`config.mk`:
```
export PLATFORM = sky130hd
export DESIGN_NAME = mre_read_engine
export DESIGN_NICKNAME = d
export VERILOG_FILES = /design/src/rtl/mre_pkg.sv /design/src/rtl/mre_fifo.sv /design/src/rtl/mre_rst_hold.sv /design/src/rtl/mre_fetch.sv /design/src/rtl/mre_read_engine.sv
export SDC_FILE = /design/constraint.sdc
export NUM_CORES = 1
export LEC_CHECK = 0
export BUFFER_PORTS_ARGS = -buffer_cell sky130_fd_sc_hd__buf_4
export CORE_MARGIN = 4
export CORE_UTILIZATION = 45
export CTS_BUF_LIST = sky130_fd_sc_hd__clkbuf_8
export DETAILED_ROUTE_END_ITERATION = 16
export PLACE_DENSITY = 0.73
export SLEW_MARGIN = 10
export SYNTH_ARGS = -nofsm -noshare
export SYNTH_HDL_FRONTEND = slang
export SYNTH_SLANG_ARGS = --single-unit
```
`constraint.sdc`:
```
create_clock -name clk_i -period 3.3 [get_ports clk_i]
set_input_delay 0.99 -clock clk_i [delete_from_list [all_inputs] [get_ports clk_i]]
set_output_delay 0.99 -clock clk_i [all_outputs]
set_load 0.05 [all_outputs]
```
`src/rtl/mre_pkg.sv`:
```
package mre_pkg;
  localparam logic [1:0] SEL_DATA = 2'd0;
  localparam logic [1:0] SEL_ADDR = 2'd1;
  localparam logic [1:0] SEL_CFG  = 2'd2;
  localparam logic [1:0] SEL_STAT = 2'd3;

  localparam int CFG_RST   = 0;
  localparam int CFG_INC   = 1;
  localparam int CFG_LEN   = 2;
  localparam int CFG_START = 4;
  localparam int CFG_IEFUL = 5;
  localparam int CFG_IENE  = 6;
  localparam int CFG_SPACE = 12;

  localparam int ST_BUSY = 0;
  localparam int ST_RST  = 2;
  localparam int ST_FULL = 5;
  localparam int ST_NE   = 6;

  typedef enum logic [1:0] {
    LEN_ONE     = 2'd0,
    LEN_EIGHT   = 2'd1,
    LEN_SIXTEEN = 2'd2,
    LEN_FREE    = 2'd3
  } len_e;
endpackage

```
`src/rtl/mre_fifo.sv`:
```
module mre_fifo #(
  parameter int DW    = 16,
  parameter int DEPTH = 16
) (
  input  logic          clk_i,
  input  logic          rst_ni,
  input  logic          flush_i,
  input  logic          push_i,
  input  logic [DW-1:0] push_data_i,
  input  logic          pop_i,
  output logic [DW-1:0] head_o,
  output logic          empty_o,
  output logic          full_o
);
  localparam int PW = $clog2(DEPTH);

  logic [DW-1:0] mem_q [DEPTH];
  logic [PW-1:0] wp_q, rp_q;
  logic [PW:0]   cnt_q;
  logic          push_ok, pop_ok;

  assign empty_o = (cnt_q == '0);
  assign full_o  = (cnt_q == (PW+1)'(DEPTH));
  assign push_ok = push_i && !full_o;
  assign pop_ok  = pop_i && !empty_o;
  assign head_o  = mem_q[rp_q];

  always_ff @(posedge clk_i) begin
    if (push_ok) mem_q[wp_q] <= push_data_i;
  end

  always_ff @(posedge clk_i or negedge rst_ni) begin
    if (!rst_ni) begin
      wp_q  <= '0;
      rp_q  <= '0;
      cnt_q <= '0;
    end else if (flush_i) begin
      wp_q  <= '0;
      rp_q  <= '0;
      cnt_q <= '0;
    end else begin
      if (push_ok) wp_q <= (wp_q == PW'(DEPTH-1)) ? '0 : wp_q + PW'(1);
      if (pop_ok)  rp_q <= (rp_q == PW'(DEPTH-1)) ? '0 : rp_q + PW'(1);
      case ({push_ok, pop_ok})
        2'b10:   cnt_q <= cnt_q + (PW+1)'(1);
        2'b01:   cnt_q <= cnt_q - (PW+1)'(1);
        default: cnt_q <= cnt_q;
      endcase
    end
  end
endmodule

```
`src/rtl/mre_rst_hold.sv`:
```
module mre_rst_hold #(
  parameter int HOLD = 8
) (
  input  logic clk_i,
  input  logic rst_ni,
  input  logic rst_req_i,
  output logic rst_o
);
  localparam int CW = $clog2(HOLD + 1);

  logic [CW-1:0] cnt_q;

  always_ff @(posedge clk_i or negedge rst_ni) begin
    if (!rst_ni)              cnt_q <= '0;
    else if (rst_req_i)       cnt_q <= CW'(HOLD);
    else if (cnt_q != '0)     cnt_q <= cnt_q - CW'(1);
  end

  assign rst_o = rst_req_i || (cnt_q != '0);
endmodule

```
`src/rtl/mre_fetch.sv`:
```
module mre_fetch
  import mre_pkg::*;
#(
  parameter int AW       = 16,
  parameter int SW       = 4,
  parameter int DW       = 16,
  parameter int MID_LEN  = 8,
  parameter int LONG_LEN = 16
) (
  input  logic          clk_i,
  input  logic          rst_ni,
  input  logic          start_i,
  input  logic          abort_i,
  input  logic [AW-1:0] base_addr_i,
  input  logic [1:0]    len_i,
  input  logic          inc_i,
  input  logic [SW-1:0] space_i,
  input  logic          room_i,
  input  logic          rvalid_i,
  input  logic [DW-1:0] rdata_i,
  output logic          req_o,
  output logic [AW-1:0] addr_o,
  output logic [SW-1:0] sel_o,
  output logic          push_o,
  output logic [DW-1:0] push_data_o,
  output logic          active_o,
  output logic          pending_o
);
  localparam int CW = $clog2(LONG_LEN + 1);

  logic          active_q, pending_q, req_q, free_q, inc_q;
  logic [AW-1:0] addr_q;
  logic [SW-1:0] sel_q;
  logic [CW-1:0] left_q, left_init;

  always_comb begin
    case (len_e'(len_i))
      LEN_ONE:     left_init = CW'(1);
      LEN_EIGHT:   left_init = CW'(MID_LEN);
      LEN_SIXTEEN: left_init = CW'(LONG_LEN);
      default:     left_init = '0;
    endcase
  end

  always_ff @(posedge clk_i or negedge rst_ni) begin
    if (!rst_ni) begin
      active_q  <= 1'b0;
      pending_q <= 1'b0;
      req_q     <= 1'b0;
      free_q    <= 1'b0;
      inc_q     <= 1'b0;
      addr_q    <= '0;
      sel_q     <= '0;
      left_q    <= '0;
    end else begin
      req_q <= 1'b0;
      if (abort_i) begin
        active_q <= 1'b0;
      end else if (start_i && !active_q && !pending_q) begin
        active_q <= 1'b1;
        addr_q   <= base_addr_i;
        sel_q    <= space_i;
        inc_q    <= inc_i;
        free_q   <= (len_e'(len_i) == LEN_FREE);
        left_q   <= left_init;
      end else if (active_q && !pending_q && room_i) begin
        req_q     <= 1'b1;
        pending_q <= 1'b1;
      end
      // late data after an abort is dropped, only the outstanding flag clears
      if (rvalid_i && pending_q) begin
        pending_q <= 1'b0;
        if (active_q && !abort_i) begin
          if (inc_q) addr_q <= addr_q + AW'(1);
          if (!free_q) begin
            left_q <= left_q - CW'(1);
            if (left_q == CW'(1)) active_q <= 1'b0;
          end
        end
      end
    end
  end

  assign req_o       = req_q;
  assign addr_o      = addr_q;
  assign sel_o       = sel_q;
  assign push_o      = rvalid_i && pending_q && active_q && !abort_i;
  assign push_data_o = rdata_i;
  assign active_o    = active_q;
  assign pending_o   = pending_q;
endmodule

```
`src/rtl/mre_read_engine.sv`:
```
module mre_read_engine
  import mre_pkg::*;
#(
  parameter int DW       = 16,
  parameter int AW       = 16,
  parameter int SW       = 4,
  parameter int DEPTH    = 16,
  parameter int RST_HOLD = 8
) (
  input  logic          clk_i,
  input  logic          rst_ni,
  input  logic          reg_we_i,
  input  logic          reg_re_i,
  input  logic [1:0]    reg_addr_i,
  input  logic [15:0]   reg_wdata_i,
  output logic [15:0]   reg_rdata_o,
  output logic          irq_o,
  output logic          cop_rst_o,
  output logic          mem_req_o,
  output logic [SW-1:0] mem_sel_o,
  output logic [AW-1:0] mem_addr_o,
  input  logic          mem_rvalid_i,
  input  logic [DW-1:0] mem_rdata_i
);
  logic [15:0]   cfg_q, cfg_rd, status;
  logic [AW-1:0] addr_q;
  logic [DW-1:0] last_q, fifo_head, push_data;
  logic          cfg_we, start, abort, pop;
  logic          fifo_empty, fifo_full, push;
  logic          eng_active, eng_pending;

  assign cfg_we = reg_we_i && (reg_addr_i == SEL_CFG);
  assign start  = cfg_we && reg_wdata_i[CFG_START] && !reg_wdata_i[CFG_RST] && !cop_rst_o;
  assign abort  = (cfg_we && (reg_wdata_i[CFG_RST] || !reg_wdata_i[CFG_START])) || cop_rst_o;
  assign pop    = reg_re_i && (reg_addr_i == SEL_DATA);

  always_ff @(posedge clk_i or negedge rst_ni) begin
    if (!rst_ni) begin
      cfg_q  <= '0;
      addr_q <= '0;
      last_q <= '0;
    end else begin
      if (cfg_we) begin
        cfg_q            <= reg_wdata_i;
        cfg_q[CFG_START] <= 1'b0;
      end
      if (reg_we_i && (reg_addr_i == SEL_ADDR)) addr_q <= reg_wdata_i[AW-1:0];
      if (pop && !fifo_empty) last_q <= fifo_head;
    end
  end

  mre_rst_hold #(.HOLD(RST_HOLD)) u_rst_hold (
    .clk_i     (clk_i),
    .rst_ni    (rst_ni),
    .rst_req_i (cfg_q[CFG_RST]),
    .rst_o     (cop_rst_o)
  );

  mre_fetch #(
    .AW       (AW),
    .SW       (SW),
    .DW       (DW),
    .MID_LEN  (8),
    .LONG_LEN (DEPTH)
  ) u_fetch (
    .clk_i       (clk_i),
    .rst_ni      (rst_ni),
    .start_i     (start),
    .abort_i     (abort),
    .base_addr_i (addr_q),
    .len_i       (reg_wdata_i[CFG_LEN+1:CFG_LEN]),
    .inc_i       (reg_wdata_i[CFG_INC]),
    .space_i     (reg_wdata_i[CFG_SPACE+SW-1:CFG_SPACE]),
    .room_i      (!fifo_full),
    .rvalid_i    (mem_rvalid_i),
    .rdata_i     (mem_rdata_i),
    .req_o       (mem_req_o),
    .addr_o      (mem_addr_o),
    .sel_o       (mem_sel_o),
    .push_o      (push),
    .push_data_o (push_data),
    .active_o    (eng_active),
    .pending_o   (eng_pending)
  );

  mre_fifo #(.DW(DW), .DEPTH(DEPTH)) u_fifo (
    .clk_i       (clk_i),
    .rst_ni      (rst_ni),
    .flush_i     (cop_rst_o),
    .push_i      (push),
    .push_data_i (push_data),
    .pop_i       (pop),
    .head_o      (fifo_head),
    .empty_o     (fifo_empty),
    .full_o      (fifo_full)
  );

  always_comb begin
    status          = '0;
    status[ST_BUSY] = eng_active || eng_pending;
    status[ST_RST]  = cop_rst_o;
    status[ST_FULL] = fifo_full;
    status[ST_NE]   = !fifo_empty;
    cfg_rd            = cfg_q;
    cfg_rd[CFG_START] = eng_active;
  end

  always_comb begin
    case (reg_addr_i)
      SEL_DATA: reg_rdata_o = 16'(fifo_empty ? last_q : fifo_head);
      SEL_ADDR: reg_rdata_o = 16'(addr_q);
      SEL_CFG:  reg_rdata_o = cfg_rd;
      default:  reg_rdata_o = status;
    endcase
  end

  assign irq_o = (cfg_q[CFG_IEFUL] && fifo_full) || (cfg_q[CFG_IENE] && !fifo_empty);
endmodule

```
== Word-level counts from Yosys, hierarchy flattened ==
Memories as Yosys holds them, arrays and structs flattened.
Cells that the tools add are included.
Word-level totals
  register bits: 94
  RAM bits: 256
  input port bits: 39
  memories kept: 1
Memory list
  u_fifo.mem_q: depth 16, width 16, read ports 1, clocked after memory_dff 0, write ports 1, RTL line mre_fifo.sv:17  | logic [DW-1:0] mem_q [DEPTH];
Operators by class
  add/subtract/negate cells: 7
  equal/unequal tests: 13
  muxes and demuxes: 38
  bitwise logic cells: 1
  reductions and logical operators: 43
Operator list (count)
  16-bit two-way mux: 6
  16-bit one-hot mux with 3 select lines: 1
  4-bit two-way mux: 8
  5-bit two-way mux: 6
  1-bit logical AND: 19
  16-bit by 1-bit adder with 16-bit output, second input constant: 1
  1-bit two-way mux: 15
  5-bit one-hot mux with 3 select lines: 1
  5-bit one-hot mux with 2 select lines: 1
  5-bit by 1-bit subtractor with 5-bit output, second input constant: 2
  4-bit by 1-bit adder with 4-bit output, second input constant: 2
  2-bit equality test, second input constant: 4
  4-bit equality test, second input constant: 2
  1-bit logical NOT: 8
  2-bit nonzero test: 4
  2-bit by 1-bit equality test with 1-bit output, second input constant: 3
  5-bit by 1-bit adder with 5-bit output, second input constant: 1
  5-bit by 1-bit equality test with 1-bit output, second input constant: 1
  5-bit equality test, second input constant: 1
  5-bit logical NOT: 1
  1-bit logical OR: 5
  2-bit logical NOT: 2
  2-bit != test, second input constant: 2
  4-bit nonzero test: 1
  5 further kinds: 5

== Logic depth before layout (Yosys ltp) ==
Gate-level depths: netlist of run 1.
  depth after elaboration: 13
  gate-level depth with buffers: 11
  gate-level depth less buffers: 11

== Hierarchy ==
Synthesis of run 1 repeated with hierarchy kept, for this count alone.
Unflattened totals
  cell total of the unflattened synthesis: 904
  area, all modules: 15084.5 um2
Modules (own cells, without submodules)
  mre_fifo: times used 1, cells each 518, area each 10561.4 um2, sequential area each 8012.7 um2
  mre_read_engine: times used 1, cells each 173, area each 2461.1 um2, sequential area each 1176.1 um2
  mre_fetch: times used 1, cells each 191, area each 1829.3 um2, sequential area each 750.7 um2
  mre_rst_hold: times used 1, cells each 22, area each 232.7 um2, sequential area each 100.1 um2

== Least setup slack after synthesis of run 1 ==
No wires, ideal clock.
  path type: in2out
  start: input reg_addr_i[0]
  end: output reg_rdata_o[6]
  data arrival time: 2.413 ns
  required time: 2.310 ns
  path slack: -0.103 ns
  stages: 5
  path buffers: 1
  cell sequence: clkbuf_1 -> a21o_1 -> o21ai_0 -> o21a_1 -> a21oi_1
Between the ends
  longest elaborated chain between the ends: 2
  elaborated cells on any way between the ends: 4
  classes of those cells: eq/ne (2); mux (1); reduce/logical (1)
Ends and longest elaborated chain
  from (decl): RTL line mre_read_engine.sv:14  | input logic [1:0] reg_addr_i,
  2-bit equality test, or another cell as far along: RTL line mre_read_engine.sv:109  | case (reg_addr_i)
  16-bit one-hot mux with 3 select lines *: RTL line mre_read_engine.sv:109
  to (decl): RTL line mre_read_engine.sv:16  | output logic [15:0] reg_rdata_o,
Mark *: on every way between the ends. The rest lies on a longest branch, timed or not.

== Worst setup path in the final report of run 1 ==
  start: register u_fifo.rp_q[0]
  end: output reg_rdata_o[13]
Between the ends
  longest elaborated chain between the ends: 3
Ends and longest elaborated chain
  from (decl): RTL line mre_fifo.sv:18  | logic [PW-1:0] wp_q, rp_q;
  from (signal assigned): RTL line mre_fifo.sv:43  | if (pop_ok) rp_q <= (rp_q == PW'(DEPTH-1)) ? '0 : rp_q + PW'(1);
  memory read 16 x 16 bit
  16-bit two-way mux: RTL line mre_read_engine.sv:110  | SEL_DATA: reg_rdata_o = 16'(fifo_empty ? last_q : fifo_head);
  16-bit one-hot mux with 3 select lines: RTL line mre_read_engine.sv:109
No other way between the ends.

==> results.py, run 1 <==
metrics = {
    "drt": {
        "via_count": 8892,
        "detailedRoute.firstPassIterationCount": 5,
        "detail_route.wl_per_cell_um": 22.0,
        "ant_nets_after_route": 0,
        "remaining_drc_errors": 0,
        "routed_via_density": 5.69,
        "detailedRoute.firstIterationViolations": 808,
        "totalWireLength_mm": 34.4,
    },
    "power": {
        "cellPowerDensity_mw_per_mm2": 553,
        "leakagePower_nw": 6.45,
        "irDropWorstVdd_v": 0.000302,
        "p_total_mw": 9.74,
    },
    "hold_path": {
        "hold_path_class": "in2async",
    },
    "logic_synthesis": {
        "yosys-top-cells-area": "sky130_fd_sc_hd__edfxtp_1 (52%), sky130_fd_sc_hd__dfrtp_1 (16%), sky130_fd_sc_hd__mux4_2 (12%), sky130_fd_sc_hd__nand2_1 (3.9%), sky130_fd_sc_hd__nand3_1 (1.4%)",
        "synthCells": 932,
        "synth_cell_types": 62,
        "post-synth-top-count-cell": "sky130_fd_sc_hd__edfxtp_1",
        "synth.largest_area_cell": "sky130_fd_sc_hd__edfxtp_1",
        "synth.mux.area_fraction_pct": 14.0,
        "synth.avg_cell_area_um2": 15.7,
        "synth_compound_area_share_pct": 5.02,
        "seq_total_area_yosys_pct": 68.5,
        "yosys.area_share.xor_xnor_pct": 0.239,
        "netlist.area_leader.share_pct": 52.5,
        "synth_enable_flop_cells": 256,
        "synth_top_family_by_area": "multiplexers",
        "synth_seq_cells": 350,
        "synth_simple_gate_area_share_pct": 9.38,
        "async_flop_share_pct": 26.9,
        "synth_flop_cell": "sky130_fd_sc_hd__edfxtp_1",
        "cell_area_after_synthesis_mm2": 0.0147,
        "yosys-top-cells-count": "sky130_fd_sc_hd__edfxtp_1 (256), sky130_fd_sc_hd__nand2_1 (152), sky130_fd_sc_hd__dfrtp_1 (94), sky130_fd_sc_hd__mux4_2 (81), sky130_fd_sc_hd__nand3_1 (42)",
        "post_synth_fa_ha_maj_area_fraction_pct": 0.939,
        "syn_nets": 982,
        "ys.warnings.count": 0,
    },
    "sta": {
        "finalSetupViolCount": 16,
        "max_clock_freq_mhz": 263,
        "unrepaired_setup_endpoints_after_global_routing": "true",
        "fin_crit_ns": 3.80,
        "final_min_period_over_clock_period_pct": 115,
        "timing_hold_violations_final": 0,
        "timing.final.max_slew_violations": 0,
        "relSlewSlack_pct": 18.9,
        "final_critical_path_setup_slack_ns": -0.497,
        "max_slew.worst_pin.slew_ns": 1.21,
        "worst_clock_skew_ns": 0.0336,
    },
    "final_layout": {
        "post_route_core_utilization_pct": 55.2,
        "antennaDiodeCount": 0,
        "nNetsFinal": 1139,
        "fillerInstances": 2490,
        "drive_gt1_share_pct": 31.3,
        "areaGrowthSynthToFinish_pct": 20.1,
    },
    "floorplan": {
        "io_pins": 78,
        "die_w_um": 188,
        "num_rows": 65,
        "die_boundary_height_um": 188,
        "floorplan.core_area_mm2": 0.0319,
        "initial_cell_density_of_the_core_pct": 46.0,
        "design.die.area_mm2": 0.0355,
    },
    "grt": {
        "global_route_wire_length_before_repair_mm": 52.5,
        "globalRouteTotalUtil_pct": 19.1,
        "grt_overflow": 0,
        "vias_in_the_first_global_route": 8811,
        "initial_antenna_violation_count": 0,
        "largest_net_degree_at_the_start_of_global_routing": 47,
    },
    "clocking": {
        "clock-sinks": 350,
        "clk_path_buf_depth": 3,
        "cts_hold_repair.buffers": 0,
        "cts-root-buf": "sky130_fd_sc_hd__clkbuf_8",
        "insertion_delay_ns": 0.61,
        "tritoncts": "yes",
        "cts_max_level": 2,
        "numCtsBuffers": 52,
        "worst_setup_hold_path_clk_slew_ns": 0.06,
    },
    "critical_path": {
        "startpoint": "u_fifo.rp_q[0]$_DFFE_PN0P_",
        "critPathBufInv": 3,
        "setup.worst_path.start_class": "flip-flop",
        "critPathArrivalTime_ns": 2.81,
        "worst-endpoint-required_ns": 2.31,
        "rr_worst_depth": 12,
        "path_delay_family": "multiplexers",
        "cp_slowest_stage_delay_ns": 0.55,
        "critical_path.slowest_cell": "sky130_fd_sc_hd__mux4_2",
        "worstSetupEndpointType": "output pin",
        "critical_path_peak_fanout": 5,
        "crit_path_cell_trace": "clkbuf_16 > clkbuf_16 > mux4_2 > mux4_2 > nand2_2 > nand3_2 > buf_6",
        "critical_path.reg2reg.startpoint": "u_rst_hold.cnt_q[0]$_DFFE_PN0N_",
        "reg2reg_slack_ns": 0.42,
        "r2r_end": "u_fifo.cnt_q[4]$_DFFE_PN0P_",
        "timing_worst_setup_path_type": "reg2out",
    },
    "placement": {
        "placement.io_buffers": 77,
        "gp_routability_congestion": 0.869,
        "hpwl_mm": 21.2,
    },
    "status": {
        "status": "finished with violations",
        "failed_checks": "setup timing",
    },
    "job": {
        "cap_viol_max_count": 0,
    },
}
[sequential cells by signal, indices dropped and copies added (netlist names)]
| name | count |
|---|---|
| u_fifo.rp_q | 4 |
| u_fifo.cnt_q | 5 |
| u_fetch.inc_q | 1 |
| cfg_q | 15 |
| u_fetch.free_q | 1 |
| u_fetch.active_o | 1 |
| u_fetch.req_o | 1 |
| last_q | 16 |
| u_fetch.pending_o | 1 |
| addr_q | 16 |
| u_fetch.left_q | 5 |
| u_fetch.sel_o | 4 |
| u_fetch.addr_o | 16 |
| u_fifo.wp_q | 4 |
| u_fifo.mem_q | 256 |
| u_rst_hold.cnt_q | 4 |
[worst register-to-register path, cell delays in order, from the launching register on]
cell and delay (ns):
sky130_fd_sc_hd__dfrtp_1 0.39, sky130_fd_sc_hd__inv_1 0.07, sky130_fd_sc_hd__ha_1 0.21, sky130_fd_sc_hd__nor4b_4 0.26
sky130_fd_sc_hd__buf_4 0.16, sky130_fd_sc_hd__o211ai_1 0.12, sky130_fd_sc_hd__o21ai_2 0.27, sky130_fd_sc_hd__inv_2 0.10
sky130_fd_sc_hd__ha_1 0.39, sky130_fd_sc_hd__o31a_1 0.14, sky130_fd_sc_hd__a2111oi_1 0.40, sky130_fd_sc_hd__o21ai_0 0.15
sky130_fd_sc_hd__a21oi_1 0.14
[logic make-up after synthesis]
logic type,count (synthesis)
AO/OA/AOI/OAI,108
XOR/XNOR,4
adder cells (fa/ha/maj),11
buffers and inverters,61
flip-flops,350
multiplexers,101
AND/OR/NAND/NOR,297
[per-layer routing]
metal / part of all wire [%] / GRT usage [%] / vias up
met5: 0 / 0 / -
met4: 2.1 / 4.62 / 0
met3: 7.9 / 4.08 / 64
met2: 49 / 31.5 / 414
met1: 41 / 26.3 / 4483
li1: - / - / 3931
[where the power goes]
part / switching [mW] / internal [mW] / total [mW]
Clock: 1.65 / 1.68 / 3.33
Combinational: 0.795 / 0.438 / 1.23
Sequential: 0.233 / 4.94 / 5.18
Total: 2.68 / 7.06 / 9.74
[timing repair]
action                     CTS  global route
hold endpoints to repair     0             0
buffers inserted             5             4
pin swaps                    3             8
gates cloned                 2             3
gates resized for setup     27            12
setup endpoints to repair   17            17
[stage by stage]
step                      setup TNS [ns]  worst slack, ns  cells  hold WS, ns  instance area [µm²]
after floorplan                        0           0.0167    932        0.440                14700
after global placement             -4.32           -0.321   1458        0.452                16300
final                              -7.31           -0.497   1562        0.422                17600
after global routing               -8.37           -0.562   1562        0.441                17600
after detailed placement           -4.36           -0.331   1458        0.457                16300
after CTS                          -7.80           -0.537   1556        0.410                17500
[cell usage in the layout, fill, tap and decap left out, drive strengths merged, types with 7 or more instances in the layout]
cell      n
o32ai     7
buf     147
and3      8
nor3     14
mux2     16
and2     13
nand2   152
a22oi    14
nor2     33
nand3    42
or3       7
clkbuf   60
edfxtp  256
a21oi    33
mux4     81
ha       11
clkinv   19
o21ai    21
dfrtp    94
inv      28
[worst max path at each step]
stage                                             end  slack (ns)  cells past startpoint
after global placement                 reg_rdata_o[3]       -0.32                      6
after floorplan           u_fifo.cnt_q[4]$_DFFE_PN0P_        0.02                      9
after CTS                              reg_rdata_o[4]       -0.54                      8
final                                 reg_rdata_o[13]       -0.50                      7
after detailed placement               reg_rdata_o[3]       -0.33                      6
after global routing                   reg_rdata_o[4]       -0.56                      7
[layout make-up]
| cell class | count | area (µm²) | area share, % |
|---|---|---|---|
| Clock buffer | 57 | 785 | 4.46 |
| Clock inverter | 35 | 195 | 1.11 |
| Inverter | 14 | 52.6 | 0.299 |
| Multi-Input combinational cell | 521 | 4440 | 25.2 |
| Sequential cell | 350 | 10000 | 57.1 |
| Tap cell | 435 | 544 | 3.09 |
| Timing Repair Buffer | 150 | 1540 | 8.72 |
(Power assumes the default switching activity.)
==> run 2, diff against run 1 <==
--- a/config.mk
+++ b/config.mk
@@ -11,6 +11,7 @@
 export CTS_BUF_LIST = sky130_fd_sc_hd__clkbuf_8
 export DETAILED_ROUTE_END_ITERATION = 16
 export PLACE_DENSITY = 0.73
+export SKIP_CTS_REPAIR_TIMING = 1
 export SLEW_MARGIN = 10
 export SYNTH_ARGS = -nofsm -noshare
 export SYNTH_HDL_FRONTEND = slang
==> constraint.sdc (replaced) <==
create_clock -name clk_i -period 3.3 [get_ports clk_i]
set_input_delay 0.495 -clock clk_i [delete_from_list [all_inputs] [get_ports clk_i]]
set_output_delay 0.495 -clock clk_i [all_outputs]
set_load 0.05 [all_outputs]
==> run 2 against run 1 <==
Against the previous run: the flow finishes with violations (hold timing, setup timing); core utilization is 0.98 points lower; critical path depth is 1 lower; clock skew is 0.014 ns lower; clock-buffer cell count stayed put; largest power group unchanged; final cell count is 1.0% lower; via count is 1.6% lower; cell area is 1.8% lower; critical path type unchanged; combinational power hardly changed; die area stayed put.
==> results.py, run 2 (same netlist as run 1, synthesis figures left out) <==
metrics = {
    "sta": {
        "worst_clock_skew_ns": 0.0196,
        "final_min_period_over_clock_period_pct": 100,
        "relSlewSlack_pct": 49.2,
        "whs_ns": -0.0105,
        "timing.final.max_slew_violations": 0,
        "finalSetupViolCount": 1,
        "max_clock_freq_mhz": 302,
        "final_critical_path_setup_slack_ns": -0.0115,
        "unrepaired_setup_endpoints_after_global_routing": "true",
        "max_slew.worst_pin.slew_ns": 0.755,
        "fin_crit_ns": 3.31,
        "timing_hold_violations_final": 5,
    },
    "power": {
        "p_total_mw": 9.55,
        "seq_power_share_pct": 54.0,
        "p_sw_mw": 2.59,
        "sw_frac_of_total_pct": 27.2,
        "irDropWorstVdd_v": 0.000403,
        "power.clock.fraction_pct": 33.3,
        "comb_power_share_pct": 12.8,
        "p_int_mw": 6.95,
        "leakagePower_nw": 6.30,
        "cellPowerDensity_mw_per_mm2": 552,
    },
    "final_layout": {
        "most-common-layout-cells": "sky130_fd_sc_hd__edfxtp_1 (256), sky130_fd_sc_hd__nand2_1 (146), sky130_fd_sc_hd__buf_4 (105), sky130_fd_sc_hd__dfrtp_1 (90), sky130_fd_sc_hd__mux4_2 (81)",
        "antennaDiodeCount": 0,
        "nNetsFinal": 1123,
        "areaGrowthSynthToFinish_pct": 17.9,
        "post_route_core_utilization_pct": 54.2,
        "leading_cell_type_in_the_layout_fill_and_taps_excluded": "sky130_fd_sc_hd__edfxtp_1",
        "drive_gt1_share_pct": 30.0,
        "fillerInstances": 2476,
        "largest_register": "u_fifo.mem_q",
        "multi_input_area_mm2": 0.00442,
        "register_area_mm2": 0.0100,
        "largest_reg_flops": 256,
    },
    "critical_path": {
        "rr_worst_depth": 10,
        "critical_path.reg2reg.startpoint": "u_rst_hold.cnt_q[0]$_DFFE_PN0N_",
        "r2r_end": "u_fifo.mem_q[3][7]$_DFFE_PP_",
        "reg2reg_slack_ns": 0.33,
        "critPathArrivalTime_ns": 2.82,
        "critical_path_peak_fanout": 5,
        "setup.worst_path.start_class": "flip-flop",
        "worstSetupEndpointType": "output pin",
        "worst-endpoint-required_ns": 2.80,
        "timing_worst_setup_path_type": "reg2out",
        "startpoint": "u_fifo.rp_q[0]$_DFFE_PN0P_",
    },
    "floorplan": {
        "io_pins": 78,
        "num_rows": 65,
        "floorplan.core_area_mm2": 0.0319,
        "initial_cell_density_of_the_core_pct": 46.0,
        "die_boundary_height_um": 188,
        "die_w_um": 188,
        "design.die.area_mm2": 0.0355,
    },
    "placement": {
        "placement.io_buffers": 77,
        "pre_cts_slack_ns": 0.245,
        "gp_routability_congestion": 0.902,
        "hpwl_mm": 20.8,
    },
    "job": {
        "cap_viol_max_count": 0,
    },
    "hold_path": {
        "hold_path_class": "in2async",
    },
    "drt": {
        "ant_nets_after_route": 0,
        "remaining_drc_errors": 0,
        "detailedRoute.firstPassIterationCount": 4,
        "detail_route.wl_per_cell_um": 21.9,
        "via_count": 8749,
        "detailedRoute.firstIterationViolations": 763,
        "totalWireLength_mm": 33.8,
        "routed_via_density": 5.66,
    },
    "clocking": {
        "clk_path_buf_depth": 3,
        "tritoncts": "yes",
        "worst_setup_hold_path_clk_slew_ns": 0.06,
        "insertion_delay_ns": 0.58,
        "clock-sinks": 350,
        "numCtsBuffers": 51,
        "cts_max_level": 2,
        "cts-root-buf": "sky130_fd_sc_hd__clkbuf_8",
    },
    "grt": {
        "grt_overflow": 0,
        "globalRouteTotalUtil_pct": 18.2,
        "vias_in_the_first_global_route": 8744,
        "global_route_wire_length_before_repair_mm": 50.8,
        "initial_antenna_violation_count": 2,
        "largest_net_degree_at_the_start_of_global_routing": 60,
    },
    "status": {
        "failed_checks": "hold timing, setup timing",
        "status": "finished with violations",
    },
}
[run 2: cell count changes in the layout (fill, tap and decap cells not counted), moves of 2 or more]
| cell | delta |
|---|---|
| sky130_fd_sc_hd__inv_12 | -2 |
| sky130_fd_sc_hd__dfrtp_1 | -2 |
| sky130_fd_sc_hd__nand3_1 | +3 |
| sky130_fd_sc_hd__nand2_1 | +3 |
| sky130_fd_sc_hd__buf_12 | -10 |
| sky130_fd_sc_hd__dfrtp_2 | +2 |
| sky130_fd_sc_hd__buf_4 | -5 |
| sky130_fd_sc_hd__nand2_2 | -3 |
| sky130_fd_sc_hd__nand3_2 | -3 |
[run 2: how the worst max path moves through the flow]
stage / end / slack, ns
6_report: reg_rdata_o[0] / -0.01
5_1_grt: reg_rdata_o[0] / -0.07
4_1_cts: reg_rdata_o[15] / -0.34
3_5_place_dp: u_fifo.cnt_q[4]$_DFFE_PN0P_ / 0.24
3_3_place_gp: reg_rdata_o[14] / 0.27
2_1_floorplan: reg_rdata_o[10] / 0.41
[run 2: worst max-delay path: stages (launching register included)]
cell and delay (ns):
sky130_fd_sc_hd__dfrtp_4 0.47, sky130_fd_sc_hd__buf_8 0.16, sky130_fd_sc_hd__buf_12 0.13, sky130_fd_sc_hd__mux4_2 0.49, sky130_fd_sc_hd__mux4_2 0.54, sky130_fd_sc_hd__o221a_1 0.28, sky130_fd_sc_hd__buf_6 0.17
[run 2: per-layer routing]
| layer | vias up | part of all wire [%] | global-route usage (%) |
|---|---|---|---|
| li1 | 3890 | - | - |
| met1 | 4467 | 41 | 24.2 |
| met2 | 335 | 51 | 31.1 |
| met3 | 53 | 6.9 | 3.96 |
| met4 | 4 | 1.8 | 4.18 |
| met5 | - | 0.068 | 0 |
[run 2: power by group through the flow]
| stage | Sequential (mW) | Combinational (mW) | Clock, mW |
|---|---|---|---|
| 2_1_floorplan | 5.50 | 0.467 | 0 |
| 3_3_place_gp | 5.22 | 1.17 | 0 |
| 3_5_place_dp | 5.23 | 1.19 | 0 |
| 4_1_cts | 5.15 | 1.19 | 3.24 |
| 5_1_grt | 5.18 | 1.31 | 3.46 |
| 6_report | 5.15 | 1.22 | 3.18 |
[run 2: final cells by class]
type | instances | share of cell area, %
repair buffers | 135 | 7.41
inverters | 14 | 0.304
well taps | 435 | 3.15
clock buffers | 57 | 4.54
flip-flops and latches | 350 | 58.1
clock inverters | 34 | 0.912
multi-input cells | 521 | 25.6
[run 2: through the flow]
stage | instance area, µm² | instances | hold WS (ns) | TNS (ns)
3_3_place_gp | 16000 | 1442 | 0.453 | 0
2_1_floorplan | 14700 | 932 | 0.199 | 0
4_1_cts | 16900 | 1533 | -0.00858 | -4.10
6_report | 17300 | 1546 | -0.0105 | -0.0115
5_1_grt | 17300 | 1546 | 0.0495 | -0.309
3_5_place_dp | 16000 | 1442 | 0.458 | 0
